## config.mk

```make
export PLATFORM = sky130hd
export DESIGN_NAME = chain_selftest
export DESIGN_NICKNAME = d
export VERILOG_FILES = /design/src/rtl/st_pkg.sv /design/src/rtl/st_sync.sv /design/src/rtl/st_counter.sv /design/src/rtl/st_chain_drv.sv /design/src/rtl/st_phase_dec.sv /design/src/rtl/chain_selftest.sv
export SDC_FILE = /design/constraint.sdc
export NUM_CORES = 1
export LEC_CHECK = 0
export ABC_AREA = 0
export BUFFER_PORTS_ARGS = -buffer_cell sky130_fd_sc_hd__buf_2
export CAP_MARGIN = 20
export CORE_MARGIN = 4
export CORE_UTILIZATION = 60
export CTS_BUF_LIST = sky130_fd_sc_hd__clkbuf_8
export DETAILED_ROUTE_END_ITERATION = 10
export MAX_ROUTING_LAYER = met4
export PLACE_DENSITY = 0.95
export SYNTH_ARGS = -nofsm -noshare
export SYNTH_HDL_FRONTEND = slang
export SYNTH_SLANG_ARGS = --single-unit
```

## constraint.sdc

```tcl
create_clock -name clk -period 3.8 [get_ports clk]
set_input_delay 0.19 -clock clk [delete_from_list [all_inputs] [get_ports clk]]
set_output_delay 0.19 -clock clk [all_outputs]
set_load 0.01 [all_outputs]
```

## src/rtl/st_pkg.sv

```systemverilog
// Package: st_pkg
// Shared types for the chained self-test sequencer.
// Assumes: nothing beyond IEEE 1800-2017.
package st_pkg;

    // Delay-mode code driven to the detection timer.
    typedef enum logic [1:0] {
        DLY_NORMAL = 2'b00,
        DLY_FAST   = 2'b01,
        DLY_SLOW   = 2'b10
    } dly_mode_e;

endpackage

```

## src/rtl/st_sync.sv

```systemverilog
// Module: st_sync
// Multi-bit chain of flops that brings asynchronous levels into the clk domain.
// Assumes: each bit is an independent slow level; no bus coherency needed.
module st_sync #(
    parameter int         WIDTH   = 3,
    parameter int         STAGES  = 2,
    parameter logic [WIDTH-1:0] RST_VAL = '0
) (
    input  logic             clk,
    input  logic             rst_n,
    input  logic [WIDTH-1:0] d_async,
    output logic [WIDTH-1:0] q_sync
);

    logic [STAGES-1:0][WIDTH-1:0] chain_q;

    // Shift the asynchronous inputs through STAGES flops.
    always_ff @(posedge clk) begin
        if (!rst_n) begin
            for (int s = 0; s < STAGES; s++) chain_q[s] <= RST_VAL;
        end else begin
            chain_q[0] <= d_async;
            for (int s = 1; s < STAGES; s++) chain_q[s] <= chain_q[s-1];
        end
    end

    assign q_sync = chain_q[STAGES-1];

endmodule

```

## src/rtl/st_counter.sv

```systemverilog
// Module: st_counter
// Finds test clock edges and counts test clock rises since the hold input dropped.
// Assumes: inputs already synchronized; count saturates at TEST_CYCLES+1.
module st_counter #(
    parameter int TEST_CYCLES = 8,
    localparam int SAT        = TEST_CYCLES + 1,
    localparam int CNT_W      = $clog2(SAT + 1)
) (
    input  logic             clk,
    input  logic             rst_n,
    input  logic             tclk_s,
    input  logic             hold_s,
    output logic             tc_rise,
    output logic             tc_fall,
    output logic [CNT_W-1:0] cnt
);

    localparam logic [CNT_W-1:0] SAT_C = CNT_W'(SAT);

    logic tclk_d;
    logic [CNT_W-1:0] cnt_q;

    // Remember the synchronized test clock one system cycle back.
    always_ff @(posedge clk) begin
        if (!rst_n) tclk_d <= 1'b0;
        else        tclk_d <= tclk_s;
    end

    assign tc_rise = tclk_s & ~tclk_d;
    assign tc_fall = ~tclk_s & tclk_d;

    // Count test clock rises while in test; clear while held.
    always_ff @(posedge clk) begin
        if (!rst_n)                            cnt_q <= '0;
        else if (hold_s)                       cnt_q <= '0;
        else if (tc_rise && (cnt_q != SAT_C))  cnt_q <= cnt_q + 1'b1;
    end

    assign cnt = cnt_q;


    cnt_in_range_chk: assert property (@(posedge clk) disable iff (!rst_n)
        cnt_q <= SAT_C);


    cnt_saturate_chk: assert property (@(posedge clk) disable iff (!rst_n)
        (cnt_q == SAT_C && !hold_s) |=> (cnt_q == SAT_C));


    cnt_clear_chk: assert property (@(posedge clk) disable iff (!rst_n)
        hold_s |=> (cnt_q == '0));

endmodule

```

## src/rtl/st_chain_drv.sv

```systemverilog
// Module: st_chain_drv
// Drives the hold, test clock and chip-active outputs toward neighbouring stages.
// Assumes: edge pulses and count come from st_counter; count holds pre-edge value.
module st_chain_drv #(
    parameter int TEST_CYCLES = 8,
    localparam int SAT        = TEST_CYCLES + 1,
    localparam int CNT_W      = $clog2(SAT + 1)
) (
    input  logic             clk,
    input  logic             rst_n,
    input  logic             hold_s,
    input  logic             act_s,
    input  logic             tc_rise,
    input  logic             tc_fall,
    input  logic [CNT_W-1:0] cnt,
    output logic             hold_out,
    output logic             tclk_out,
    output logic             act_out
);

    localparam logic [CNT_W-1:0] LAST_C = CNT_W'(TEST_CYCLES);
    localparam logic [CNT_W-1:0] SAT_C  = CNT_W'(SAT);

    logic hold_q, tclk_q, act_q;

    // Release the stage above at the end of this stage's last test cycle.
    always_ff @(posedge clk) begin
        if (!rst_n)                         hold_q <= 1'b1;
        else if (hold_s)                    hold_q <= 1'b1;
        else if (tc_fall && cnt == LAST_C)  hold_q <= 1'b0;
    end

    // Keep the upward clock low during the test, then pass it through.
    always_ff @(posedge clk) begin
        if (!rst_n)             tclk_q <= 1'b1;
        else if (hold_s)        tclk_q <= 1'b1;
        else if (tc_rise)       tclk_q <= (cnt >= LAST_C);
        else if (tc_fall)       tclk_q <= 1'b0;
        else if (cnt != SAT_C)  tclk_q <= 1'b0;
    end

    // Flag own test for eight cycles, then relay the flag from above.
    always_ff @(posedge clk) begin
        if (!rst_n)                         act_q <= 1'b0;
        else if (hold_s)                    act_q <= 1'b0;
        else if (tc_rise)                   act_q <= (cnt >= LAST_C) ? act_s : 1'b1;
        else if (tc_fall && cnt == LAST_C)  act_q <= 1'b0;
    end

    assign hold_out = hold_q;
    assign tclk_out = tclk_q;
    assign act_out  = act_q;


    hold_normal_chk: assert property (@(posedge clk) disable iff (!rst_n)
        hold_s |=> (hold_q && tclk_q && !act_q));


    hold_fall_chk: assert property (@(posedge clk) disable iff (!rst_n)
        $fell(hold_q) |-> ($past(tc_fall) && $past(cnt) == LAST_C));


    tclk_rise_chk: assert property (@(posedge clk) disable iff (!rst_n)
        $rose(tclk_q) |-> ($past(hold_s) || $past(tc_rise)));


    act_first_chk: assert property (@(posedge clk) disable iff (!rst_n)
        (!hold_s && tc_rise && cnt == '0) |=> act_q);

endmodule

```

## src/rtl/st_phase_dec.sv

```systemverilog
// Module: st_phase_dec
// Decodes the test phase into stimulus enables and the delay-mode code.
// Assumes: NUM_STIM <= TEST_CYCLES - 2; count holds its pre-edge value.
module st_phase_dec
    import st_pkg::*;
#(
    parameter int TEST_CYCLES = 8,
    parameter int NUM_STIM    = 5,
    localparam int SAT        = TEST_CYCLES + 1,
    localparam int CNT_W      = $clog2(SAT + 1)
) (
    input  logic                clk,
    input  logic                rst_n,
    input  logic                hold_s,
    input  logic                tc_rise,
    input  logic                tc_fall,
    input  logic [CNT_W-1:0]    cnt,
    output logic [NUM_STIM-1:0] stim_en,
    output dly_mode_e           dly_mode
);

    localparam logic [CNT_W-1:0] LAST_C     = CNT_W'(TEST_CYCLES);
    localparam logic [CNT_W-1:0] FAST_END_C = CNT_W'(TEST_CYCLES - 2);

    logic [NUM_STIM-1:0] stim_q;
    dly_mode_e           mode_q;

    for (genvar k = 0; k < NUM_STIM; k++) begin : g_stim
        // Enable stimulus k for the high phase of test cycle k+1.
        always_ff @(posedge clk) begin
            if (!rst_n)        stim_q[k] <= 1'b0;
            else if (hold_s)   stim_q[k] <= 1'b0;
            else if (tc_rise)  stim_q[k] <= (cnt == CNT_W'(k));
            else if (tc_fall)  stim_q[k] <= 1'b0;
        end
    end

    // Step the delay mode through slow, fast, slow, normal.
    always_ff @(posedge clk) begin
        if (!rst_n)                              mode_q <= DLY_NORMAL;
        else if (hold_s)                         mode_q <= DLY_NORMAL;
        else if (tc_rise && cnt == '0)           mode_q <= DLY_FAST;
        else if (tc_rise && cnt == FAST_END_C)   mode_q <= DLY_SLOW;
        else if (tc_fall && cnt == LAST_C)       mode_q <= DLY_NORMAL;
        else if (cnt == '0)                      mode_q <= DLY_SLOW;
    end

    assign stim_en  = stim_q;
    assign dly_mode = mode_q;


    stim_onehot_chk: assert property (@(posedge clk) disable iff (!rst_n)
        $onehot0(stim_q));


    mode_legal_chk: assert property (@(posedge clk) disable iff (!rst_n)
        mode_q != 2'b11);


    mode_fast_chk: assert property (@(posedge clk) disable iff (!rst_n)
        (!hold_s && tc_rise && cnt == '0) |=> (mode_q == DLY_FAST));

endmodule

```

## src/rtl/chain_selftest.sv

```systemverilog
// Module: chain_selftest
// One stage of a chained self-test: synchronizes chain inputs, counts test cycles,
// drives neighbour signals, stimulus enables and delay mode.
// Assumes: test clock phases last several system clock cycles.
module chain_selftest
    import st_pkg::*;
#(
    parameter int TEST_CYCLES = 8,
    parameter int NUM_STIM    = 5,
    parameter int SYNC_STAGES = 2
) (
    input  logic                clk,
    input  logic                rst_n,
    input  logic                tclk_in,
    input  logic                hold_in,
    input  logic                act_in,
    output logic                hold_out,
    output logic                tclk_out,
    output logic                act_out,
    output logic [NUM_STIM-1:0] stim_en,
    output logic [1:0]          dly_mode
);

    localparam int SAT   = TEST_CYCLES + 1;
    localparam int CNT_W = $clog2(SAT + 1);

    logic [2:0]       sync_q;
    logic             tclk_s, hold_s, act_s;
    logic             tc_rise, tc_fall;
    logic [CNT_W-1:0] cnt;
    dly_mode_e        mode;

    st_sync #(
        .WIDTH   (3),
        .STAGES  (SYNC_STAGES),
        .RST_VAL (3'b010)
    ) u_sync (
        .clk     (clk),
        .rst_n   (rst_n),
        .d_async ({act_in, hold_in, tclk_in}),
        .q_sync  (sync_q)
    );

    assign tclk_s = sync_q[0];
    assign hold_s = sync_q[1];
    assign act_s  = sync_q[2];

    st_counter #(.TEST_CYCLES(TEST_CYCLES)) u_counter (
        .clk     (clk),
        .rst_n   (rst_n),
        .tclk_s  (tclk_s),
        .hold_s  (hold_s),
        .tc_rise (tc_rise),
        .tc_fall (tc_fall),
        .cnt     (cnt)
    );

    st_chain_drv #(.TEST_CYCLES(TEST_CYCLES)) u_drv (
        .clk      (clk),
        .rst_n    (rst_n),
        .hold_s   (hold_s),
        .act_s    (act_s),
        .tc_rise  (tc_rise),
        .tc_fall  (tc_fall),
        .cnt      (cnt),
        .hold_out (hold_out),
        .tclk_out (tclk_out),
        .act_out  (act_out)
    );

    st_phase_dec #(
        .TEST_CYCLES (TEST_CYCLES),
        .NUM_STIM    (NUM_STIM)
    ) u_dec (
        .clk      (clk),
        .rst_n    (rst_n),
        .hold_s   (hold_s),
        .tc_rise  (tc_rise),
        .tc_fall  (tc_fall),
        .cnt      (cnt),
        .stim_en  (stim_en),
        .dly_mode (mode)
    );

    assign dly_mode = mode;

endmodule

```

==> results.py, run 1 <==
metrics = {
    "clock_network": {
        "cts_root_buffer": "clkbuf_8",
        "clkSinkCount": 21,
        "clk_path_buf_depth": 2,
        "cts_setup_buffers": 0,
        "cts_made_buffers": 3,
        "clk_pin_slew_ns": 0.07,
        "clkLatencyLatePin_ns": 0.26,
        "cts_hold_buf": 0,
        "htree_levels": 1,
        "ctsResizeCount": 0,
        "cts_tree": "yes",
    },
    "worst_setup_path": {
        "crit_required_ns": 3.99,
        "timing.rr.start": "u_sync.q_sync[0]$_SDFF_PN0_",
        "critPathCapture": "u_dec.stim_en[4]$_SDFFE_PP0P_",
        "cp_data_arrival_time_ns": 1.74,
        "cp-startpoint": "u_sync.q_sync[0]$_SDFF_PN0_",
        "reg2reg_to": "u_dec.stim_en[4]$_SDFFE_PP0P_",
        "crit_type": "reg2reg",
        "rr_worst_depth": 4,
        "cp-start-kind": "flop",
        "crit_path_end_kind": "flop",
        "regToRegSetupSlack_ns": 2.24,
        "path_max_fanout": 14,
    },
    "cells_and_area": {
        "area_growth_syn_to_layout_pct": 12.55,
        "layout_commonest_cell": "dfxtp_1",
        "antennaDiodeCount": 0,
        "fin_util_pct": 74.79,
        "drive_gt1_share_pct": 20.39,
        "final_cells": 118,
        "final_cell_mix": "21 x dfxtp_1, 14 x buf_2, 7 x nand2_1",
        "final_nets": 115,
    },
    "timing": {
        "fmax_mhz": 642.8,
        "hold_slack_ns": 0.1185,
        "fin_crit_ns": 1.556,
        "tightest_slew_ns": 0.5565,
        "slew_violations": 0,
        "post-route-worst-setup-slack_ns": 2.244,
        "min_period_over_period_pct": 40.94,
        "slew_headroom_pct": 62.90,
        "finClkSkew_ns": 0.0009487,
        "hold_viol": 0,
        "rsz0062_at_grt": "no",
        "setup-tns-final_ns": 0,
        "finalSetupViolations": 0,
    },
    "synth": {
        "synth-seq-cells": 21,
        "synthSimpleGateAreaFrac_pct": 22.04,
        "synth_edf_count": 0,
        "yosys.area.top_type": "dfxtp_1",
        "synth_top_area_share_pct": 46.86,
        "synth-compound-area-share_pct": 15.62,
        "synth_nets": 99,
        "synth_area_sq_um": 897.1,
        "avgSynthCellArea_sq_um": 10.19,
        "synthXorXnorAreaFrac_pct": 0.9763,
        "synth_ff_type": "dfxtp_1",
        "synth_cells": 88,
        "yosysWarnings": 0,
        "yosys-top-cells-area": "dfxtp_1 47%, ha_1 8.4%, a32o_1 4.5%, and2_1 3.5%, nand2_1 2.9%",
        "synth_top_family_by_area": "simple AND/OR/NAND/NOR gates",
        "muxShareOfSynthArea_pct": 1.116,
        "yosysUniqueCellTypes": 29,
        "synthArstFlopShare_pct": 0,
        "ys_seq_area_share_pct": 46.86,
        "synth_fa_ha_area_share_pct": 8.368,
    },
    "route": {
        "totalWireLength_mm": 1.812,
        "via_per_inst": 5.932,
        "dr.first_iter.drc_count": 20,
        "drt_pre_antenna_iters": 4,
        "avgRoutedWirePerCell_microns": 15.36,
        "drc_errors": 0,
        "drtAntennaViolNets": 0,
        "num_vias": 700,
    },
    "floorplan": {
        "die_area_sq_mm": 0.002178,
        "die_w_microns": 46.67,
        "ioPinCount": 15,
        "die_y_microns": 46.67,
        "rows": 13,
        "coreArea_sq_mm": 0.001350,
        "initial_core_util_pct": 66.45,
    },
    "pwr": {
        "power_density_mw_per_mm2": 381.8,
        "ir_drop_v": 0.0003342,
        "leakagePower_uw": 0.0004196,
    },
    "placement": {
        "place_inst": 114,
        "placement.io_buffers": 14,
        "dpl.hpwl_mm": 1.229,
        "gp_congestion": 0.8555,
        "pre_cts_slack_ns": 2.298,
    },
    "run": {
        "drv_cap": 0,
    },
    "grt": {
        "grt_start_max_net_pins": 15,
        "grt_pass1_wl_mm": 2.994,
        "antenna_found_initial": 0,
        "groute.usage.overall_pct": 20.13,
        "grt_pass1_vias": 701,
        "grt.overflow.total": 0,
    },
    "min_path": {
        "min_path_type": "in2reg",
    },
    "status": {
        "outcome": "complete, no violations",
    },
}
[worst max-delay path, cell delays in order (launching register included)]
cell and delay, ns:
dfxtp_1 0.37, ha_1 0.53, nand3b_4 0.13, or3_1 0.32
a21oi_1 0.15
[how the worst min path moves through the flow]
stage	endpoint	start	slack (ns)	cells after the start
6_report	u_sync.chain_q[1]$_SDFF_PN1_	hold_in	0.12	2
4_1_cts	u_sync.chain_q[1]$_SDFF_PN1_	hold_in	0.12	2
3_3_place_gp	u_sync.chain_q[1]$_SDFF_PN1_	hold_in	0.37	2
2_1_floorplan	u_sync.chain_q[1]$_SDFF_PN1_	rst_n	0.26	1
3_5_place_dp	u_sync.chain_q[1]$_SDFF_PN1_	hold_in	0.38	2
5_1_grt	u_sync.chain_q[1]$_SDFF_PN1_	hold_in	0.13	2
[power by group]
part / switching (uW) / total (uW) / internal (uW) / leakage [uW]
Clock: 70.7 / 144 / 72.9 / 0.0000255
Combinational: 9.50 / 16.4 / 6.91 / 0.000223
Sequential: 1.52 / 225 / 224 / 0.000171
[routing by layer]
| metal | share of wire (%) | wire, microns | global-route usage [%] |
|---|---|---|---|
| met5 | 0 | 0 | - |
| met4 | 2.3 | 42 | 9.392 |
| met3 | 4.1 | 75 | 5.078 |
| met2 | 48 | 865 | 32.14 |
| met1 | 46 | 828 | 23.47 |
[Yosys cell counts, types with 2 or more instances]
master and number:
nand2b_1 4, nand3b_1 3, a32o_1 4, inv_1 5, nand4_1 3, nor2_1 2
o2111ai_1 2, o21ai_1 4, a21oi_1 4, nand2_1 7, and2_1 5, dfxtp_1 21
ha_1 6, buf_4 3
[area by class of cell]
type,instances,area [sq um]
inverters,6,22.52
clock buffers,3,41.29
well taps,15,18.77
fillers,96,340.3
repair buffers,14,70.07
multi-input cells,58,431.7
clock inverters,1,5.005
flip-flops and latches,21,420.4
[stage by stage]
stage	total power (uW)	instance area (sq um)
after floorplan	241.4	897.1
after global placement	245.6	963.4
after detailed placement	246.5	963.4
after CTS	385.4	1010
after global routing	398.8	1010
final	385.5	1010
[registers in the layout (all words and copies together), names as in the netlist]
| register | cells |
|---|---|
| u_drv.act_out | 1 |
| u_dec.stim_en | 5 |
| u_counter.tclk_d | 1 |
| u_sync.chain_q | 3 |
| u_drv.tclk_out | 1 |
| u_counter.cnt | 4 |
| u_dec.dly_mode | 2 |
| u_sync.q_sync | 3 |
| u_drv.hold_out | 1 |
[cell families after synthesis]
kind of cell | after synthesis
compound gates | 19
flops | 21
fa+ha+maj | 6
buf+inv | 9
xor+xnor | 1
mux | 1
simple gates | 31
Note: power is estimated with default switching activity, not from simulation.
==> run 2: changes to the inputs <==
--- a/config.mk
+++ b/config.mk
@@ -5,15 +5,15 @@
 export SDC_FILE = /design/constraint.sdc
 export NUM_CORES = 1
 export LEC_CHECK = 0
-export ABC_AREA = 0
+export ABC_AREA = 1
 export BUFFER_PORTS_ARGS = -buffer_cell sky130_fd_sc_hd__buf_2
 export CAP_MARGIN = 20
 export CORE_MARGIN = 4
-export CORE_UTILIZATION = 60
+export CORE_UTILIZATION = 56
 export CTS_BUF_LIST = sky130_fd_sc_hd__clkbuf_8
 export DETAILED_ROUTE_END_ITERATION = 10
 export MAX_ROUTING_LAYER = met4
-export PLACE_DENSITY = 0.95
+export PLACE_DENSITY = 0.9
 export SYNTH_ARGS = -nofsm -noshare
 export SYNTH_HDL_FRONTEND = slang
 export SYNTH_SLANG_ARGS = --single-unit
==> constraint.sdc (replaced) <==
create_clock -name clk -period 1.6 [get_ports clk]
set_input_delay 0.08 -clock clk [delete_from_list [all_inputs] [get_ports clk]]
set_output_delay 0.08 -clock clk [all_outputs]
set_load 0.01 [all_outputs]
==> run 2 against run 1 <==
Compared with the run above:
- clock power is 130% higher
- synthesized area up 0.84%
- die area grew 6.6%
- setup slack lost 2.0 ns
- sequential cell count unchanged
- via count up 12%
- clock skew is 0.00089 ns higher
- cell count increased by 29%
- sequential share of layout area is 2.1 points lower
- synthesized cell count rose by 32%
- first-iteration DRC count increased by 5.0%
- cell area is 5.2% higher
- critical path type unchanged
- largest cell class is now flip-flops and latches
==> results.py, run 2 <==
metrics = {
    "worst_setup_path": {
        "reg2reg_to": "u_dec.dly_mode[1]$_SDFFE_PP0P_",
        "crit_required_ns": 1.76,
        "cp_top_family": "flip-flops",
        "rr_worst_depth": 7,
        "crit_type": "reg2reg",
        "crit_path_end_kind": "flop",
        "cp-start-kind": "flop",
        "critPathCapture": "u_dec.dly_mode[1]$_SDFFE_PP0P_",
        "timing.rr.start": "u_counter.cnt[0]$_SDFFE_PP0P_",
        "slowest_stage": "dfxtp_1",
        "cp_num_buf_inv": 2,
        "regToRegSetupSlack_ns": 0.20,
        "crit_chain": "inv_1 > ha_1 > nand2_1 > nor2_1 > inv_1 > a21oi_1 > nor2_1",
        "cp_data_arrival_time_ns": 1.55,
        "crit_cells": 7,
        "slowest_delay_ns": 0.35,
        "cp-startpoint": "u_counter.cnt[0]$_SDFFE_PP0P_",
        "path_max_fanout": 5,
    },
    "status": {
        "outcome": "complete, no violations",
    },
    "cells_and_area": {
        "largest_reg_flops": 5,
        "multi_input_area_sq_um": 397.9,
        "antennaDiodeCount": 0,
        "area_growth_syn_to_layout_pct": 17.43,
        "layout_commonest_cell": "nand2_1",
        "final_nets": 148,
        "final_cells": 152,
        "nFillCells": 134,
        "final_cell_mix": "29 x nand2_1, 21 x dfxtp_1, 18 x inv_1",
        "seq_area_sq_um": 420.4,
        "drive_gt1_share_pct": 21.32,
    },
    "timing": {
        "tightest_slew_ns": 0.3589,
        "finalSetupViolations": 0,
        "slew_headroom_pct": 76.07,
        "hold_viol": 0,
        "fmax_mhz": 716.4,
        "fin_crit_ns": 1.396,
        "rsz0062_at_grt": "no",
        "setup-tns-final_ns": 0,
        "slew_violations": 0,
        "min_period_over_period_pct": 87.24,
        "finClkSkew_ns": 0.001834,
    },
    "run": {
        "drv_cap": 0,
    },
    "synth": {
        "synth_nets": 127,
        "synth_cells": 116,
        "synth.most_common_cell": "nand2_1",
        "synthArstFlopShare_pct": 0,
        "synth_area_sq_um": 904.6,
        "yosysUniqueCellTypes": 20,
        "yosys-top-cells-area": "dfxtp_1 46%, nand2_1 12%, ha_1 8.3%, inv_1 7.1%, a21oi_1 5.0%",
        "yosysWarnings": 0,
        "synth-seq-cells": 21,
        "synth_top_area_share_pct": 46.47,
        "ys_seq_area_share_pct": 46.47,
        "yosys-top-cells-count": "29 x nand2_1, 21 x dfxtp_1, 17 x inv_1",
        "synth_ff_type": "dfxtp_1",
        "yosys.area.top_type": "dfxtp_1",
        "synth_edf_count": 0,
        "avgSynthCellArea_sq_um": 7.798,
    },
    "grt": {
        "groute.usage.overall_pct": 19.69,
        "grt.overflow.total": 0,
        "grt_pass1_wl_mm": 2.967,
        "grt_pass1_vias": 715,
        "antenna_found_initial": 0,
        "grt_start_max_net_pins": 12,
    },
    "pwr": {
        "power_density_mw_per_mm2": 859.8,
        "leakagePower_uw": 0.0004928,
        "ir_drop_v": 0.0007591,
    },
    "clock_network": {
        "htree_levels": 1,
        "clk_pin_slew_ns": 0.07,
        "clk_path_buf_depth": 2,
        "cts_tree": "yes",
        "cts_setup_buffers": 0,
        "ctsResizeCount": 0,
        "cts_made_buffers": 3,
        "clkLatencyLatePin_ns": 0.26,
        "clkSinkCount": 21,
        "cts_root_buffer": "clkbuf_8",
    },
    "route": {
        "drc_errors": 0,
        "dr.first_iter.drc_count": 21,
        "via_per_inst": 5.158,
        "num_vias": 784,
        "drtAntennaViolNets": 0,
        "avgRoutedWirePerCell_microns": 11.45,
        "drt_pre_antenna_iters": 4,
        "totalWireLength_mm": 1.740,
    },
    "placement": {
        "placement.io_buffers": 14,
        "place_inst": 145,
        "gp_congestion": 0.9065,
        "dpl.hpwl_mm": 1.293,
    },
    "floorplan": {
        "coreArea_sq_mm": 0.001524,
        "die_w_microns": 48.19,
        "ioPinCount": 15,
        "die_y_microns": 48.19,
        "die_area_sq_mm": 0.002322,
        "rows": 14,
        "initial_core_util_pct": 59.36,
    },
    "min_path": {
        "holdPathStages": 3,
        "min_path_type": "in2reg",
    },
}
## run 2: cell types whose count changed after synthesis, sizes merged, moves of 4 or more
cell / change
a21oi: +6
nand2: +23
and2: -5
nand2b: -4
nor2: +10
a32o: -4
nand3b: -4
nand3: +5
inv: +15
## run 2: cell type report
class	instances	share of cell area [%]
clock buffers	3	3.887
clock inverters	1	0.3534
inverters	21	7.420
multi-input cells	73	37.46
flip-flops and latches	21	39.58
well taps	16	1.885
repair buffers	17	9.423
## run 2: stage by stage
| step | power (uW) | hold WS [ns] | setup slack, ns | util [%] | instance area [sq um] |
|---|---|---|---|---|---|
| 2_1_floorplan | 575.0 | 0.1735 | 0.4144 | - | 904.6 |
| 3_3_place_gp | 586.9 | 0.2630 | 0.2996 | 64.78 | 987.2 |
| 3_5_place_dp | 589.1 | 0.2671 | 0.2472 | 64.78 | 987.2 |
| 4_1_cts | 921.8 | 0.07712 | 0.2316 | 69.70 | 1062 |
| 5_1_grt | 952.1 | 0.09198 | 0.03850 | 69.70 | 1062 |
| 6_report | 913.3 | 0.07636 | 0.2042 | 69.70 | 1062 |
## run 2: worst min-delay path by stage
stage / from / endpoint / slack, ns
after floorplan: rst_n / u_sync.chain_q[0]$_SDFF_PN0_ / 0.17
after global placement: act_in / u_sync.chain_q[2]$_SDFF_PN0_ / 0.26
after detailed placement: act_in / u_sync.chain_q[2]$_SDFF_PN0_ / 0.27
after CTS: rst_n / u_sync.chain_q[2]$_SDFF_PN0_ / 0.08
after global routing: rst_n / u_sync.q_sync[0]$_SDFF_PN0_ / 0.09
final: rst_n / u_sync.chain_q[2]$_SDFF_PN0_ / 0.08
## run 2: logic make-up (layout without fill, tap and decap cells)
group / Yosys count / count (layout) / share of synthesized area [%]
DFF: 21 / 21 / 46.47
AOI/OAI and AO/OA: 15 / 15 / 9.405
adders and majority gates: 6 / 6 / 8.299
and+or+nand+nor: 51 / 51 / 25.31
buffers and inverters: 22 / 42 / 9.543
xor gates and xnor gates: 1 / 1 / 0.9684
## run 2: where the power goes
group | switching [uW] | internal (uW) | total [uW]
combinational | 26.1 | 20.3 | 46.4
clock | 160 | 171 | 331
sequential | 4.08 | 532 | 536
total | 190 | 723 | 913
## run 2: what timing repair did
item / 4_1_cts / 5_1_grt
hold buffers: 3 / 0
endpoints found under the setup margin: 0 / 0
hold endpoints to repair: 3 / 0
## run 2: layer usage
metal | GRT usage (%) | share of wire, % | up-vias
met5 | - | 0 | -
li1 | - | - | 393
met3 | 5.904 | 7.6 | 9
met4 | 14.52 | 3.0 | 0
met1 | 20.27 | 40 | 346
met2 | 31.25 | 50 | 36
## run 2: tightest hold or removal path, cell delays in order
cell and delay (ns):
buf_2 0.13, nand2_1 0.06, inv_1 0.04
==> run 3: changes to the inputs <==
--- a/config.mk
+++ b/config.mk
@@ -9,11 +9,11 @@
 export BUFFER_PORTS_ARGS = -buffer_cell sky130_fd_sc_hd__buf_2
 export CAP_MARGIN = 20
 export CORE_MARGIN = 4
-export CORE_UTILIZATION = 56
+export CORE_UTILIZATION = 61
 export CTS_BUF_LIST = sky130_fd_sc_hd__clkbuf_8
 export DETAILED_ROUTE_END_ITERATION = 10
 export MAX_ROUTING_LAYER = met4
-export PLACE_DENSITY = 0.9
+export PLACE_DENSITY = 0.95
 export SYNTH_ARGS = -nofsm -noshare
 export SYNTH_HDL_FRONTEND = slang
 export SYNTH_SLANG_ARGS = --single-unit
==> constraint.sdc (replaced) <==
create_clock -name clk -period 1.7 [get_ports clk]
set_input_delay 0.085 -clock clk [delete_from_list [all_inputs] [get_ports clk]]
set_output_delay 0.085 -clock clk [all_outputs]
set_load 0.01 [all_outputs]
==> run 3 against run 2 <==
Compared with the run above:
- sequential share of layout area increased by 1.2 points
- cell area fell by 2.9%
- hold slack lost 0.075 ns
- cell count is 2.6% lower
- fmax up 1.5%
- power decreased by 6.1%
- via count decreased by 7.1%
- count of clock-buffer cells in the layout is the same
- combinational power decreased by 18%
- first-iteration DRC count shrank 67%
==> results.py, run 3 (same netlist as run 2, synthesis figures left out) <==
metrics = {
    "clock_network": {
        "cts_setup_buffers": 0,
        "cts_made_buffers": 3,
        "cts_hold_buf": 0,
        "ctsResizeCount": 0,
        "cts_root_buffer": "clkbuf_8",
        "clk_pin_slew_ns": 0.07,
        "cts_tree": "yes",
        "clk_path_buf_depth": 2,
        "clkLatencyLatePin_ns": 0.26,
        "htree_levels": 1,
        "clkSinkCount": 21,
    },
    "status": {
        "outcome": "complete, no violations",
    },
    "worst_setup_path": {
        "cp-startpoint": "u_counter.tclk_d$_SDFF_PN0_",
        "slowest_stage": "ha_1",
        "crit_required_ns": 1.89,
        "cp-start-kind": "flop",
        "timing.rr.start": "u_counter.tclk_d$_SDFF_PN0_",
        "crit_chain": "inv_1 > ha_1 > inv_1 > nand2_1 > nor2_2 > nand2_1 > a21oi_1",
        "cp_top_family": "adder cells",
        "crit_path_end_kind": "flop",
        "cp_num_buf_inv": 2,
        "crit_type": "reg2reg",
        "slowest_delay_ns": 0.38,
        "path_max_fanout": 6,
        "cp_data_arrival_time_ns": 1.57,
    },
    "cells_and_area": {
        "largest_reg_flops": 5,
        "antennaDiodeCount": 0,
        "final_nets": 145,
        "final_cell_area_sq_mm": 0.001031,
        "drive_gt1_share_pct": 21.80,
        "area_growth_syn_to_layout_pct": 13.97,
        "layout_commonest_cell": "nand2_1",
        "final_cell_mix": "29 x nand2_1, 21 x dfxtp_1, 18 x inv_1",
    },
    "timing": {
        "finClkSkew_ns": 0.004371,
        "rsz0062_at_grt": "no",
        "slew_violations": 0,
        "tightest_slew_ns": 0.3675,
        "min_period_over_period_pct": 80.88,
        "fmax_mhz": 727.3,
        "setup-tns-final_ns": 0,
        "hold_viol": 0,
        "finalSetupViolations": 0,
        "slew_headroom_pct": 75.50,
        "fin_crit_ns": 1.375,
    },
    "pwr": {
        "leakagePower_uw": 0.0004803,
        "swShare_pct": 21.18,
        "pwr-share-seq_pct": 58.8,
        "total_power_uw": 858.0,
        "p_switching_uw": 181.7,
        "p_comb_share_pct": 4.4,
        "power_frac_clock_pct": 36.7,
        "p_int_uw": 676.3,
        "power_density_mw_per_mm2": 832.2,
        "ir_drop_v": 0.0006908,
    },
    "floorplan": {
        "rows": 13,
        "die_w_microns": 46.51,
        "ioPinCount": 15,
        "die_y_microns": 46.51,
        "initial_core_util_pct": 67.01,
        "die_area_sq_mm": 0.002163,
        "coreArea_sq_mm": 0.001350,
    },
    "placement": {
        "dpl.hpwl_mm": 1.206,
        "gp_congestion": 0.8803,
        "dpl-instance-area_sq_um": 985.9,
        "placement.io_buffers": 14,
    },
    "route": {
        "via_per_inst": 4.919,
        "totalWireLength_mm": 1.583,
        "num_vias": 728,
        "avgRoutedWirePerCell_microns": 10.70,
        "drtAntennaViolNets": 0,
        "drc_errors": 0,
        "dr.first_iter.drc_count": 7,
        "drt_pre_antenna_iters": 4,
    },
    "run": {
        "drv_cap": 0,
    },
    "grt": {
        "antenna_found_initial": 0,
        "groute.usage.overall_pct": 18.89,
        "grt_pass1_vias": 663,
        "grt.overflow.total": 0,
        "grt_pass1_wl_mm": 2.684,
        "grt_start_max_net_pins": 12,
    },
    "min_path": {
        "min_path_type": "in2reg",
        "worstHoldStart": "act_in",
    },
}
[run 3: path summary, 6_finish.rpt]
check,endpoint,depth (start not counted),slack [ns]
worst max register to register,u_dec.stim_en[2]$_SDFFE_PP0P_,7,0.33
worst min register to register,u_sync.q_sync[1]$_SDFF_PN1_,1,0.42
worst min-delay path,u_sync.chain_q[2]$_SDFF_PN0_,3,0.001
worst max-delay path,u_dec.stim_en[2]$_SDFFE_PP0P_,7,0.33
[run 3: metrics by stage]
step                      hold slack, ns  util [%]  setup WS, ns  std cells
after global routing            0.006977     76.37        0.1596        148
final                          0.0009884     76.37        0.3250        148
after detailed placement          0.2731     73.03        0.3346        144
after floorplan                   0.1785         -        0.5144        116
after global placement            0.2671     73.03        0.3960        144
after CTS                      0.0002235     76.37        0.3167        148
[run 3: power by group through the flow]
stage               sequential (uW)  combinational [uW]  clock [uW]
finish                          505                38.0         315
global route                    505                43.9         347
CTS                             505                38.5         324
detailed placement              516                37.9           0
global placement                516                36.6           0
floorplan                       516                25.0           0
[run 3: layout make-up]
cell class / instances / area, sq um
sequential: 21 / 420.4
fill: 118 / 319.1
clock inverter: 1 / 3.754
inverter: 21 / 78.83
timing repair buffer: 14 / 70.07
clock buffer: 3 / 41.29
tap: 15 / 18.77
multi-input combinational: 73 / 397.9
[run 3: metal layers]
| layer | vias up | GRT usage (%) | part of all wire, % |
|---|---|---|---|
| li1 | 389 | - | - |
| met5 | - | - | 0 |
| met3 | 5 | 4.688 | 4.9 |
| met1 | 318 | 18.03 | 44 |
| met2 | 16 | 32.14 | 48 |
| met4 | 0 | 14.20 | 3.0 |
[run 3: worst reg2reg max path, stage by stage, from the launching register on]
cell and delay (ns):
dfxtp_1 0.34, inv_1 0.05, ha_1 0.38, inv_1 0.09, nand2_1 0.07, nor2_2 0.18
nand2_1 0.07, a21oi_1 0.12
